`src/rtl/frac78_pkg.sv`:
```
package frac78_pkg;
  // Order of the two arithmetic steps.
  typedef enum logic {
    ORD_SCALE_FIRST = 1'b0,
    ORD_MUL_FIRST   = 1'b1
  } order_e;

  // log2 of the divisor; the multiplier is (2**FRAC_SHIFT) - 1.
  localparam int FRAC_SHIFT = 3;
endpackage

```
`src/rtl/frac78_times7.sv`:
```
// Seven-times product by shift and subtract: (a << 3) - a, widened to avoid overflow.
module frac78_times7 #(
  parameter int IN_W = 12
) (
  input  logic signed [IN_W-1:0]                          a,
  output logic signed [IN_W+frac78_pkg::FRAC_SHIFT-1:0]   p
);
  localparam int P_W = IN_W + frac78_pkg::FRAC_SHIFT;

  logic signed [P_W-1:0] a_ext;
  logic signed [P_W-1:0] a_up;

  always_comb begin
    a_ext = P_W'(a);
    a_up  = a_ext <<< frac78_pkg::FRAC_SHIFT;
    p     = a_up - a_ext;
  end
endmodule

```
`src/rtl/frac78_shr.sv`:
```
// Divide by 2**FRAC_SHIFT as an arithmetic shift, which truncates toward negative infinity.
module frac78_shr #(
  parameter int W = 12
) (
  input  logic signed [W-1:0] a,
  output logic signed [W-1:0] q
);
  always_comb q = a >>> frac78_pkg::FRAC_SHIFT;
endmodule

```
`src/rtl/frac78_mul.sv`:
```
module frac78_mul
  import frac78_pkg::*;
#(
  parameter int     DATA_W = 12,
  parameter order_e ORDER  = ORD_MUL_FIRST
) (
  input  logic              clk,
  input  logic              rst_n,
  input  logic              in_valid,
  input  logic [DATA_W-1:0] in_data,
  output logic              out_valid,
  output logic [DATA_W-1:0] out_data
);
  localparam int P_W = DATA_W + FRAC_SHIFT;

  // Reference arithmetic, written with a true multiply for the assertions.
  function automatic logic signed [DATA_W-1:0] ref_scale(input logic signed [DATA_W-1:0] x);
    logic signed [P_W-1:0] t;
    if (ORDER == ORD_MUL_FIRST) begin
      t = P_W'(x) * 7;
      t = t >>> FRAC_SHIFT;
    end else begin
      t = P_W'(x >>> FRAC_SHIFT) * 7;
    end
    return t[DATA_W-1:0];
  endfunction

  logic signed [DATA_W-1:0] x_s;
  logic signed [DATA_W-1:0] mul_in;   // operand fed to the x7 stage
  logic signed [P_W-1:0]    prod;     // intermediate seven-times product
  logic signed [DATA_W-1:0] result;   // combinational result before register

  assign x_s = $signed(in_data);

  generate
    if (ORDER == ORD_MUL_FIRST) begin : g_mul_first
      logic signed [P_W-1:0] prod_down;
      assign mul_in = x_s;
      frac78_times7 #(.IN_W(DATA_W)) u_x7 (.a(mul_in), .p(prod));
      frac78_shr    #(.W(P_W))       u_sh (.a(prod),   .q(prod_down));
      assign result = prod_down[DATA_W-1:0];
    end else begin : g_scale_first
      logic signed [DATA_W-1:0] x_down;
      frac78_shr    #(.W(DATA_W))    u_sh (.a(x_s),    .q(x_down));
      assign mul_in = x_down;
      frac78_times7 #(.IN_W(DATA_W)) u_x7 (.a(mul_in), .p(prod));
      assign result = prod[DATA_W-1:0];
    end
  endgenerate

  always_ff @(posedge clk or negedge rst_n) begin
    if (!rst_n) out_valid <= 1'b0;
    else        out_valid <= in_valid;
  end

  always_ff @(posedge clk) begin
    if (in_valid) out_data <= result;
  end

  AST_VALID_RISE:  assert property (@(posedge clk) disable iff (!rst_n) in_valid |=> out_valid);
  AST_VALID_FALL:  assert property (@(posedge clk) disable iff (!rst_n) !in_valid |=> !out_valid);
  AST_RESET_CLEAR: assert property (@(posedge clk) !rst_n |=> !out_valid);
  AST_RESULT:      assert property (@(posedge clk) disable iff (!rst_n)
                     in_valid |=> (out_data == $past(ref_scale(x_s))));
  AST_HOLD:        assert property (@(posedge clk) disable iff (!rst_n) !in_valid |=> $stable(out_data));
  AST_NO_OVERFLOW: assert property (@(posedge clk) disable iff (!rst_n)
                     (mul_in == '0) ? (prod == '0) : (prod[P_W-1] == mul_in[DATA_W-1]));
endmodule

```
`config.mk`:
```
export PLATFORM = sky130hd
export DESIGN_NAME = frac78_mul
export DESIGN_NICKNAME = d
export VERILOG_FILES = /design/src/rtl/frac78_pkg.sv /design/src/rtl/frac78_times7.sv /design/src/rtl/frac78_shr.sv /design/src/rtl/frac78_mul.sv
export SDC_FILE = /design/constraint.sdc
export NUM_CORES = 1
export LEC_CHECK = 0
export BUFFER_PORTS_ARGS = -buffer_cell sky130_fd_sc_hd__buf_2
export CAP_MARGIN = 20
export CORE_ASPECT_RATIO = 0.9
export CORE_MARGIN = 8
export CORE_UTILIZATION = 45
export CTS_BUF_LIST = sky130_fd_sc_hd__clkbuf_4
export CTS_CLUSTER_DIAMETER = 100
export DETAILED_ROUTE_END_ITERATION = 8
export HOLD_SLACK_MARGIN = 0.1
export PLACE_DENSITY = 0.73
export REMOVE_ABC_BUFFERS = 1
export SETUP_SLACK_MARGIN = 0.5
export SLEW_MARGIN = 20
export SYNTH_ARGS = -nofsm -noshare
export SYNTH_HDL_FRONTEND = slang
export SYNTH_SLANG_ARGS = --single-unit
```
`constraint.sdc`:
```
create_clock -name clk -period 0.8 [get_ports clk]
set_clock_uncertainty 0.1 [all_clocks]
set_input_delay 0.08 -clock clk [delete_from_list [all_inputs] [get_ports clk]]
set_output_delay 0.08 -clock clk [all_outputs]
set_load 0.005 [all_outputs]
```
==> results_dict.tcl <==
set metrics [dict create \
    grt_max_degree 8 \
    fp.dieArea_sq_um 3980 \
    syn2layout_area_growth_pct 67.5 \
    drive_gt1_share_pct 52.9 \
    place_inst 194 \
    worst_ep_required_time_ns 0.73 \
    detail_route.vias_per_cell 5.26 \
    dr.first_iter.drc_count 63 \
    power.leakage_nw 0.785 \
    ys_warn_count 0 \
    numCtsBuffers 3 \
    crit_type "in2reg" \
    status "finished, violations left" \
    synthesized_area_per_cell_sq_um 9.79 \
    power_per_cell_area_nw_per_um2 1430 \
    tritoncts "yes" \
    cts.htree.levels 1 \
    fill_cells 139 \
    setup.worst_path.end_class "register" \
    overflow 0 \
    maxSlewHeadroom_pct 69.8 \
    layout_common_cells "37 x sky130_fd_sc_hd__buf_4, 24 x sky130_fd_sc_hd__buf_2, 12 x sky130_fd_sc_hd__edfxtp_1" \
    buf_inv_stages_crit_path 2 \
    wl_mm 2.85 \
    num_rows 16 \
    critPathArrivalTime_ns 1.64 \
    peakVddDrop_v 0.000937 \
    cts_num_sinks 13 \
    finalNetCount 201 \
    grtUsageTotal_pct 14.7 \
    final_critical_path_setup_slack_ns -0.914 \
    cts-root-to-sink-buffers 2 \
    antenna_cells_inserted 0 \
    timing.final.setup_violations 25 \
    crit_chain "buf_6 > ha_4 > or4b_4 > a211oi_4 > a31oi_2 > buf_4 > xnor2_2" \
    globalplace.congestion 0.871 \
    holdWs_ns -0.534 \
    first_global_vias 1127 \
    report.power.total_mw 2.39 \
    period_minus_slack_ns 1.71 \
    core-area_sq_um 2140 \
    rsz0062_at_grt "yes" \
    critical-path-max-stage-delay_ns 0.49 \
    initial_core_util_pct 46.6 \
    clock-root-buffer "sky130_fd_sc_hd__clkbuf_4" \
    io_pins 28 \
    detailedRoute.firstPassIterationCount 4 \
    detailed_place_hpwl_mm 2.23 \
    max_slew.worst_pin.slew_ns 0.448 \
    cp_max_fo 2 \
    cell_area_synth_sq_um 998 \
    violated_checks "hold timing, setup timing" \
    synth_cells 102 \
    finalNonFillerCells 201 \
    ys_seq_elements 13 \
    achievable-frequency_mhz 583 \
    final_antenna_net_count 0 \
    post_synth_num_cell_types 31 \
    drt_drc_violations_left 0 \
    cap_viol_max_count 0 \
    chipWidth_microns 65.7 \
    worst_setup_hold_path_clk_slew_ns 0.08 \
    cp_top_family "simple AND/OR/NAND/NOR gates" \
    hold_violations 14 \
    via_count 1057 \
    cp-start-kind "input port" \
    preCtsSetupSlack_ns -1.27 \
    fp.dieH_microns 60.7 \
    buffer_ports.inserted 27 \
    critPathSlowestCell "sky130_fd_sc_hd__or4b_4" \
    antenna_found_initial 0 \
    drv_slew 0 \
    synth_sequential_area_ratio_pct 38.6 \
    routed_wire_length_per_instance_microns 14.2 \
    grt_pass1_wl_mm 4.71 \
    finalCritPeriodShare_pct 214 \
    layout_commonest_cell "sky130_fd_sc_hd__buf_4" \
    hold_path_class "in2async" \
]
## per-layer routing
layer | wire length [microns] | global-route usage [%] | vias to the layer above
li1 | - | - | 528
met2 | 1460 | 26.5 | 29
met1 | 1250 | 16.7 | 497
met5 | 0 | 0 | -
met4 | 16 | 5.90 | 0
met3 | 130 | 2.95 | 3
## power breakdown
| group | switching [mW] | internal [mW] | total, mW |
|---|---|---|---|
| Clock | 0.193 | 0.227 | 0.419 |
| Sequential | 0.0179 | 0.869 | 0.887 |
| Combinational | 0.491 | 0.590 | 1.08 |
| Total | 0.702 | 1.69 | 2.39 |
## synth_stat cells (all sizes together)
cell	n	area share, %
a31o	1	0.88
a221oi	1	0.88
nand4	1	0.63
o21a	1	0.75
or4b	1	1.4
nor4	1	0.63
inv	9	3.4
o31a	1	0.88
and3	1	0.63
a32oi	1	0.88
a31oi	1	1.3
xor2	2	1.8
a211o	1	0.88
nand3	2	1.0
nor2b	2	1.3
a211oi	1	2.0
nor2	6	2.3
ha	11	14
a2111o	1	1.1
xnor2	5	4.4
a311o	1	1.0
nand2b	2	1.3
dfrtp	1	2.5
a21o	2	1.5
and2	3	1.9
a21oi	11	5.5
nand2	5	1.9
edfxtp	12	36
o21ai	8	4.0
a21boi	1	0.75
nor3	6	3.0
## state kept, by name, summed over array words and instances, names as in the netlist
name and cells:
out_data 12, out_valid 1
## metrics by stage
stage          instance area (sq um)  TNS, ns  util, %
2_1_floorplan                    998   -10.18        -
3_3_place_gp                    1450   -11.99     67.8
3_5_place_dp                    1450   -12.72     67.8
4_1_cts                         1600   -10.06     74.9
5_1_grt                         1670   -11.13     78.1
6_report                        1670   -10.38     78.1
## logic make-up (layout without fill, tap and decap cells)
kind of cell | count (synthesis) | count (layout) | synth area share [%]
and+or+nand+nor | 30 | 30 | 15.8
DFF | 13 | 13 | 38.6
adders and majority gates | 11 | 11 | 13.8
buffers and inverters | 9 | 81 | 3.38
xor gates and xnor gates | 7 | 7 | 6.14
AOI/OAI and AO/OA | 32 | 32 | 22.3
## repair_timing
item | CTS | global route
pin swaps | 8 | 8
cloned | 1 | 0
gates resized for setup | 23 | 10
buffers inserted | 0 | 2
endpoints found under the hold margin | 14 | 14
endpoints found under the setup margin | 37 | 25
## final cells by class
type	count	area, sq um	area share [%]
clock buffers	4	30.0	1.80
inverters	9	36.3	2.17
multi-input cells	80	682	40.8
flip-flops and latches	13	385	23.0
well taps	27	33.8	2.02
repair buffers	68	505	30.2
## path summary, 6_finish.rpt
kind                             from                    end  cells after the start
worst max-delay path       in_data[0]  out_data[7]$_DFFE_PP_                      7
worst min-delay path            rst_n    out_valid$_DFF_PN0_                      1
max in group asynchronous       rst_n    out_valid$_DFF_PN0_                      1
min in group clk             in_valid    out_valid$_DFF_PN0_                      1
(Power assumes the default switching activity.)
